### src/rtl/tsr_pkg.sv
package tsr_pkg;
  localparam int BAND_W     = 4;
  localparam int RATIO_W    = 15;
  localparam int FEAT_W     = 7;
  localparam int BAND_AT    = 4;
  localparam int SHORT_AT   = 18;
  localparam int RATIO_AT   = BAND_AT + RATIO_W;
  localparam int FEAT_FIRST = RATIO_AT + 1;
  localparam int FEAT_AT    = 34;
  localparam int CNT_MAX    = FEAT_AT + 1;
  localparam int CNT_W      = $clog2(CNT_MAX + 1);
  localparam int TEST_BIT   = 4;

  function automatic logic [RATIO_W-1:0] f_ratio_full(input logic [RATIO_W-1:0] sr);
    return sr;
  endfunction

  function automatic logic [RATIO_W-1:0] f_ratio_short(input logic [RATIO_W-1:0] sr);
    return {1'b0, sr[RATIO_W-2:0]};
  endfunction

  function automatic logic [BAND_W-1:0] f_band_out(input logic [BAND_W-1:0] band,
                                                   input logic test_on,
                                                   input logic ref_f,
                                                   input logic div_f);
    logic [BAND_W-1:0] o;
    o = band;
    if (test_on) begin
      o[2] = ref_f;
      o[3] = div_f;
    end
    return o;
  endfunction
endpackage

### src/rtl/tsr_sync.sv
module tsr_sync #(
  parameter int N      = 3,
  parameter int STAGES = 2
) (
  input  logic         clk,
  input  logic         rst_n,
  input  logic [N-1:0] pin_i,
  output logic [N-1:0] lvl_o,
  output logic [N-1:0] rise_o,
  output logic [N-1:0] fall_o
);
  logic [N-1:0] stg [STAGES];
  logic [N-1:0] prev_q;

  generate
    for (genvar s = 0; s < STAGES; s++) begin : g_stage
      if (s == 0) begin : g_first
        always_ff @(posedge clk or negedge rst_n)
          if (!rst_n) stg[s] <= '0;
          else        stg[s] <= pin_i;
      end else begin : g_next
        always_ff @(posedge clk or negedge rst_n)
          if (!rst_n) stg[s] <= '0;
          else        stg[s] <= stg[s-1];
      end
    end
  endgenerate

  always_ff @(posedge clk or negedge rst_n)
    if (!rst_n) prev_q <= '0;
    else        prev_q <= stg[STAGES-1];

  assign lvl_o  = stg[STAGES-1];
  assign rise_o = stg[STAGES-1] & ~prev_q;
  assign fall_o = ~stg[STAGES-1] & prev_q;
endmodule

### src/rtl/tsr_frame.sv
module tsr_frame
  import tsr_pkg::*;
(
  input  logic               clk,
  input  logic               rst_n,
  input  logic               d_lvl,
  input  logic               c_rise,
  input  logic               c_fall,
  input  logic               e_lvl,
  input  logic               e_rise,
  input  logic               e_fall,
  output logic               band_evt,
  output logic               ratio_evt,
  output logic               short_evt,
  output logic               feat_evt,
  output logic [RATIO_W-1:0] main_sr,
  output logic [FEAT_W-1:0]  feat_sr
);
  localparam logic [CNT_W-1:0] P_BAND  = CNT_W'(BAND_AT);
  localparam logic [CNT_W-1:0] P_SHORT = CNT_W'(SHORT_AT);
  localparam logic [CNT_W-1:0] P_RATIO = CNT_W'(RATIO_AT);
  localparam logic [CNT_W-1:0] P_FLO   = CNT_W'(FEAT_FIRST - 1);
  localparam logic [CNT_W-1:0] P_FHI   = CNT_W'(FEAT_FIRST - 1 + FEAT_W);
  localparam logic [CNT_W-1:0] P_FEAT  = CNT_W'(FEAT_AT);
  localparam logic [CNT_W-1:0] P_MAX   = CNT_W'(CNT_MAX);

  logic [CNT_W-1:0] cnt;
  logic             take;

  assign take = c_rise & e_lvl & (cnt < P_MAX);

  always_ff @(posedge clk or negedge rst_n) begin
    if (!rst_n) begin
      cnt     <= '0;
      main_sr <= '0;
      feat_sr <= '0;
    end else if (e_rise) begin
      cnt <= '0;
    end else if (take) begin
      cnt <= cnt + 1'b1;
      if (cnt < P_RATIO)
        main_sr <= {main_sr[RATIO_W-2:0], d_lvl};
      if (cnt >= P_FLO && cnt < P_FHI)
        feat_sr <= {feat_sr[FEAT_W-2:0], d_lvl};
    end
  end

  assign band_evt  = c_fall & e_lvl & (cnt == P_BAND);
  assign ratio_evt = c_fall & e_lvl & (cnt == P_RATIO);
  assign feat_evt  = c_fall & e_lvl & (cnt == P_FEAT);
  assign short_evt = e_fall & (cnt == P_SHORT);

  a_r7_cnt_bounded: assert property (@(posedge clk) disable iff (!rst_n)
    cnt <= P_MAX);
  a_r10_idle_clock_ignored: assert property (@(posedge clk) disable iff (!rst_n)
    (c_rise && !e_lvl && !e_rise) |=> $stable(cnt));
  a_r7_no_shift_past_end: assert property (@(posedge clk) disable iff (!rst_n)
    (cnt == P_MAX && !e_rise) |=> ($stable(main_sr) && $stable(feat_sr)));
endmodule

### src/rtl/tsr_latches.sv
module tsr_latches
  import tsr_pkg::*;
#(
  parameter logic [RATIO_W-1:0] RATIO_POR = RATIO_W'(256)
) (
  input  logic               clk,
  input  logic               rst_n,
  input  logic               band_evt,
  input  logic               ratio_evt,
  input  logic               short_evt,
  input  logic               feat_evt,
  input  logic [RATIO_W-1:0] main_sr,
  input  logic [FEAT_W-1:0]  feat_sr,
  input  logic               tst_ref_i,
  input  logic               tst_div_i,
  output logic [BAND_W-1:0]  band_o,
  output logic [RATIO_W-1:0] ratio_o,
  output logic               ratio_load_o,
  output logic [FEAT_W-1:0]  feat_o
);
  logic [BAND_W-1:0]  band_q;
  logic [RATIO_W-1:0] ratio_q;
  logic [FEAT_W-1:0]  feat_q;
  logic               load_q;

  always_ff @(posedge clk or negedge rst_n) begin
    if (!rst_n) begin
      band_q  <= '0;
      ratio_q <= RATIO_POR;
      feat_q  <= '0;
      load_q  <= 1'b0;
    end else begin
      load_q <= ratio_evt | short_evt;
      if (band_evt)  band_q  <= main_sr[BAND_W-1:0];
      if (ratio_evt) ratio_q <= f_ratio_full(main_sr);
      if (short_evt) ratio_q <= f_ratio_short(main_sr);
      if (feat_evt)  feat_q  <= feat_sr;
    end
  end

  assign band_o       = f_band_out(band_q, feat_q[TEST_BIT], tst_ref_i, tst_div_i);
  assign ratio_o      = ratio_q;
  assign ratio_load_o = load_q;
  assign feat_o       = feat_q;

  a_r8_strobe_single: assert property (@(posedge clk) disable iff (!rst_n)
    ratio_load_o |=> !ratio_load_o);
  a_r8_ratio_held: assert property (@(posedge clk) disable iff (!rst_n)
    !ratio_load_o |-> $stable(ratio_o));
  a_r4_top_bit_cleared: assert property (@(posedge clk) disable iff (!rst_n)
    short_evt |=> !ratio_o[RATIO_W-1]);
  a_r2_band_held: assert property (@(posedge clk) disable iff (!rst_n)
    !band_evt |=> $stable(band_q));
  a_r5_feat_held: assert property (@(posedge clk) disable iff (!rst_n)
    !feat_evt |=> $stable(feat_o));
endmodule

### src/rtl/tuner_serial_rx.sv
module tuner_serial_rx
  import tsr_pkg::*;
#(
  parameter int                 SYNC_STAGES = 2,
  parameter logic [RATIO_W-1:0] RATIO_POR   = RATIO_W'(256)
) (
  input  logic               clk,
  input  logic               rst_n,
  input  logic               ser_data,
  input  logic               ser_clk,
  input  logic               ser_en,
  input  logic               tst_ref_i,
  input  logic               tst_div_i,
  output logic [BAND_W-1:0]  band_o,
  output logic [RATIO_W-1:0] ratio_o,
  output logic               ratio_load_o,
  output logic [FEAT_W-1:0]  feat_o
);
  localparam int PINS = 3;

  logic [PINS-1:0]    lvl, rise, fall;
  logic               band_evt, ratio_evt, short_evt, feat_evt;
  logic [RATIO_W-1:0] main_sr;
  logic [FEAT_W-1:0]  feat_sr;

  tsr_sync #(.N(PINS), .STAGES(SYNC_STAGES)) u_sync (
    .clk    (clk),
    .rst_n  (rst_n),
    .pin_i  ({ser_en, ser_clk, ser_data}),
    .lvl_o  (lvl),
    .rise_o (rise),
    .fall_o (fall)
  );

  tsr_frame u_frame (
    .clk       (clk),
    .rst_n     (rst_n),
    .d_lvl     (lvl[0]),
    .c_rise    (rise[1]),
    .c_fall    (fall[1]),
    .e_lvl     (lvl[2]),
    .e_rise    (rise[2]),
    .e_fall    (fall[2]),
    .band_evt  (band_evt),
    .ratio_evt (ratio_evt),
    .short_evt (short_evt),
    .feat_evt  (feat_evt),
    .main_sr   (main_sr),
    .feat_sr   (feat_sr)
  );

  tsr_latches #(.RATIO_POR(RATIO_POR)) u_lat (
    .clk          (clk),
    .rst_n        (rst_n),
    .band_evt     (band_evt),
    .ratio_evt    (ratio_evt),
    .short_evt    (short_evt),
    .feat_evt     (feat_evt),
    .main_sr      (main_sr),
    .feat_sr      (feat_sr),
    .tst_ref_i    (tst_ref_i),
    .tst_div_i    (tst_div_i),
    .band_o       (band_o),
    .ratio_o      (ratio_o),
    .ratio_load_o (ratio_load_o),
    .feat_o       (feat_o)
  );

  a_r8_one_commit_kind: assert property (@(posedge clk) disable iff (!rst_n)
    !(ratio_evt && short_evt));
endmodule

### config.mk
export PLATFORM = sky130hd
export DESIGN_NAME = tuner_serial_rx
export DESIGN_NICKNAME = d
export VERILOG_FILES = /design/src/rtl/tsr_pkg.sv /design/src/rtl/tsr_sync.sv /design/src/rtl/tsr_frame.sv /design/src/rtl/tsr_latches.sv /design/src/rtl/tuner_serial_rx.sv
export SDC_FILE = /design/constraint.sdc
export NUM_CORES = 1
export LEC_CHECK = 0
export BUFFER_PORTS_ARGS = -buffer_cell sky130_fd_sc_hd__buf_4
export CORE_MARGIN = 3
export CORE_UTILIZATION = 57
export DETAILED_ROUTE_END_ITERATION = 12
export MAX_ROUTING_LAYER = met4
export PLACE_DENSITY = 0.8
export SYNTH_ARGS = -nofsm -noshare
export SYNTH_HDL_FRONTEND = slang
export SYNTH_SLANG_ARGS = --single-unit
### constraint.sdc
create_clock -name clk -period 1.81 [get_ports clk]
set_input_delay 0.181 -clock clk [delete_from_list [all_inputs] [get_ports clk]]
set_output_delay 0.181 -clock clk [all_outputs]
set_load 0.005 [all_outputs]
==> summary.md <==
| Metric | Value |
|---|---|
| Largest cells by area after synthesis | dfrtp_1 59%, mux2_2 14%, mux2_4 9.7% |
| Worst-path maximum fanout | 7 |
| Critical path class | register to register |
| Die H | about 74 microns |
| # IOs | 34 |
| Routability cong. | about 0.87 |
| PwrDens | roughly 900 nW/um^2 |
| Slowest-stage cell, CP | dfrtp_2 |
| Total gr overflow | 0 |
| CP startpoint kind | register |
| CTS H-tree lvls | 3 |
| Synthesized Nets | approximately 180 |
| Floorplan row count | 24 |
| Hold Vio Cnt, Final | 0 |
| Fraction of layout cells with a size suffix above 1 | ~50% |
| Worst path cell trace | ha_1, o41ai_2, or3_1, buf_12, mux2_4 |
| Status | finished, final reports clean |
| Most instantiated library cell after synthesis | dfrtp_1 |
| GR Util All Layers | a little under a fifth |
| DRC violations left | 0 |
| Min Clock Period, post-route | 1.74 ns |
| Worst slew margin | 50.4% |
| Port bufs | 33 |
| Worst setup endpoint | u_frame.feat_sr[4] |
| Vias | roughly 1500 |
| Core area | roughly 4400 sq um |
| Initial DRC Count | 93 |
| Drt wl/cell | 15.7 microns |
| Clock Tree Root | clkbuf_8 |
| Final setup violation count | 0 |
| Distinct cells, synth | 32 |
| Post-synth EDFFs | 0 |
| Worst-path clk slew | 0.07 ns |
| Main flop type after synthesis | dfrtp_1 |
| # nets final | 228 |
| Filler cells | 295 |
| Post-route clock period utilization | 96.3% |
| Max Clock Freq | 574 MHz |
| Worst hold path class | register to register |
| Leak pwr | 1.66 nW |
| Initial antenna violation count | 0 |
| Synth warn | 0 |
| HPWL after DPL | 2930 microns |
| Total length of routed wires | 4310 microns |
| Tightest Pin Transition | 0.744 ns |
| Worst-skew pair later-pin latency | 0.33 ns |
| CP endpoint kind | register |
| Area grow syn2layout | 20.9% |
| FF+latch count, synth | 63 |
| Total CTS buffers | 9 |
| CP startpoint | u_frame.cnt[1] |
| First-pass iteration count of the detailed router | 4 |
| Initial core utilization | 59.8% |
| Register area share after synthesis | 59.8% |
| Cells on worst reg2reg path | 5 |
| Die W | approximately 74 microns |
| Worst IR Drop VDD | 0.644 mV |
| Worst EP required | 2.03 ns |
| Top cell type's share of synthesized area | 58.8% |
| Final Max Slew Viols | 0 |
| Die ar. | 5480 sq um |
| First-pass GRT wire length | 6990 microns |
| Mapped Area | 2640 sq um |
| CTS tree | done |
| Pre-CTS setup slack | between 0.04 and 0.05 ns |
| Post-route ant nets | 0 |
| Antenna cells | 0 |
| Vias in the first global route | between 1000 and 1500 |
| Max Buffers Root-to-Sink | 2 |
| Async set-reset flop share out of synthesis | 100% |
| Reg2reg end | u_frame.feat_sr[4] |
| FF-to-FF setup slack | 0.07 ns |
| CP max stage delay | about 0.45 ns |
| Post-synth top area cell | dfrtp_1 |
| Syn Inst Count | between 150 and 200 |
| Critical R2R Launch | u_frame.cnt[1] |
| Routed vias/inst | 5.45 |
| Largest net degree at the start of global routing | 64 |
| Clock skew | roughly 0.0065 ns |
| Number of max-cap violations | 0 |
| Worst-case hold slack | 0.348 ns |
| Mean Syn Cell Area | around 15 sq um |
| Clock sink total | 63 |
| Setup ws final | between 0.06 and 0.07 ns |
| WP data arrival | 1.96 ns |
| Top cells by instance count after synthesis | 62 x dfrtp_1, 32 x mux2_2, 17 x mux2_4, 10 x nor2_1 |
==> cells in the final DEF (no fill, tap or decap), types with 3 or more instances in the layout <==
cell type       n
clkbuf_8       10
mux2_2         32
buf_4          36
nand3_1         3
inv_1           3
buf_12          3
ha_1            4
xnor2_1         3
dlygate4sd3_1   4
nand2_1         3
dfrtp_1        60
mux2_4         17
clkbuf_1        3
nand3b_1        4
nor2_1         10
==> critical path: cells and delay by family, from the launching register on <==
family	cells	cell delay, ns
DFF	1	0.45
AOI/OAI and AO/OA	1	0.32
buffers and inverters	1	0.14
and+or+nand+nor	1	0.19
adders and majority gates	1	0.24
muxes	1	0.29
==> per-layer routing <==
| layer | share of wire [%] | vias to the layer above | global-route usage (%) |
|---|---|---|---|
| met4 | 1.5 | 0 | 8.65 |
| met5 | 0 | - | - |
| li1 | - | 693 | - |
| met1 | 43 | 744 | 22.6 |
| met2 | 50 | 50 | 26.3 |
| met3 | 5.8 | 6 | 6.22 |
==> report_power, final <==
group	switching (mW)	internal [mW]	leakage (nW)
registers	0.0525	1.46	0.848
logic	0.0655	0.0688	0.715
clock network	0.498	0.673	0.0936
total	0.616	2.21	1.66
==> cell families (layout without fill, tap and decap cells) <==
logic type / count (synthesis) / after routing / synth area share, %
simple gates: 32 / 32 / 7.77
flops: 63 / 63 / 59.8
compound gates: 8 / 8 / 1.94
buf+inv: 12 / 62 / 3.93
fa+ha+maj: 4 / 4 / 1.90
xor+xnor: 3 / 3 / 0.995
mux: 50 / 50 / 23.7
==> metrics by stage <==
step | instances | setup TNS (ns) | util (%) | power [mW] | area [sq um]
final | 274 | 0 | 72.3 | 2.82 | 3190
after detailed placement | 253 | 0 | 66.5 | 1.67 | 2940
after global routing | 274 | -0.0833 | 72.3 | 2.94 | 3190
after global placement | 253 | 0 | 66.5 | 1.66 | 2940
after floorplan | 172 | 0 | - | 1.60 | 2640
after CTS | 273 | 0 | 71.7 | 2.85 | 3170
==> registers in the layout, indices dropped and copies added, names as in the netlist <==
name                cells
u_frame.cnt             6
u_frame.feat_sr         7
u_frame.main_sr        15
u_lat.band_q            4
u_lat.feat_o            7
u_lat.ratio_load_o      1
u_lat.ratio_o          15
u_sync.lvl_o            3
u_sync.prev_q           2
u_sync.stg              3
==> repair_timing <==
action	CTS	global route
buffers inserted	0	1
hold buffers	4	0
hold endpoints to repair	65	0
setup endpoints to repair	0	10
resized for setup	0	4
==> how the worst min path moves through the flow <==
stage	start	endpoint	slack, ns	depth (start not counted)
2_1_floorplan	rst_n	u_frame.cnt[0]	-0.11	0
3_3_place_gp	rst_n	u_frame.cnt[2]	0.29	1
3_5_place_dp	ser_clk	u_sync.stg[4]	0.29	1
4_1_cts	u_sync.stg[4]	u_sync.lvl_o[1]	0.35	0
5_1_grt	u_sync.stg[5]	u_sync.lvl_o[2]	0.35	0
6_report	u_sync.stg[3]	u_sync.lvl_o[0]	0.35	0
==> final cells by class <==
class	count	area, sq um	share of cell area (%)
multi-input combinational	97	973	30.5
timing repair buffer	43	370	11.6
sequential	63	1580	49.5
clock buffer	13	149	4.66
tap	52	65.1	2.04
clock inverter	3	42.5	1.33
inverter	3	11.3	0.353
Note: power is estimated with default switching activity, not from simulation.
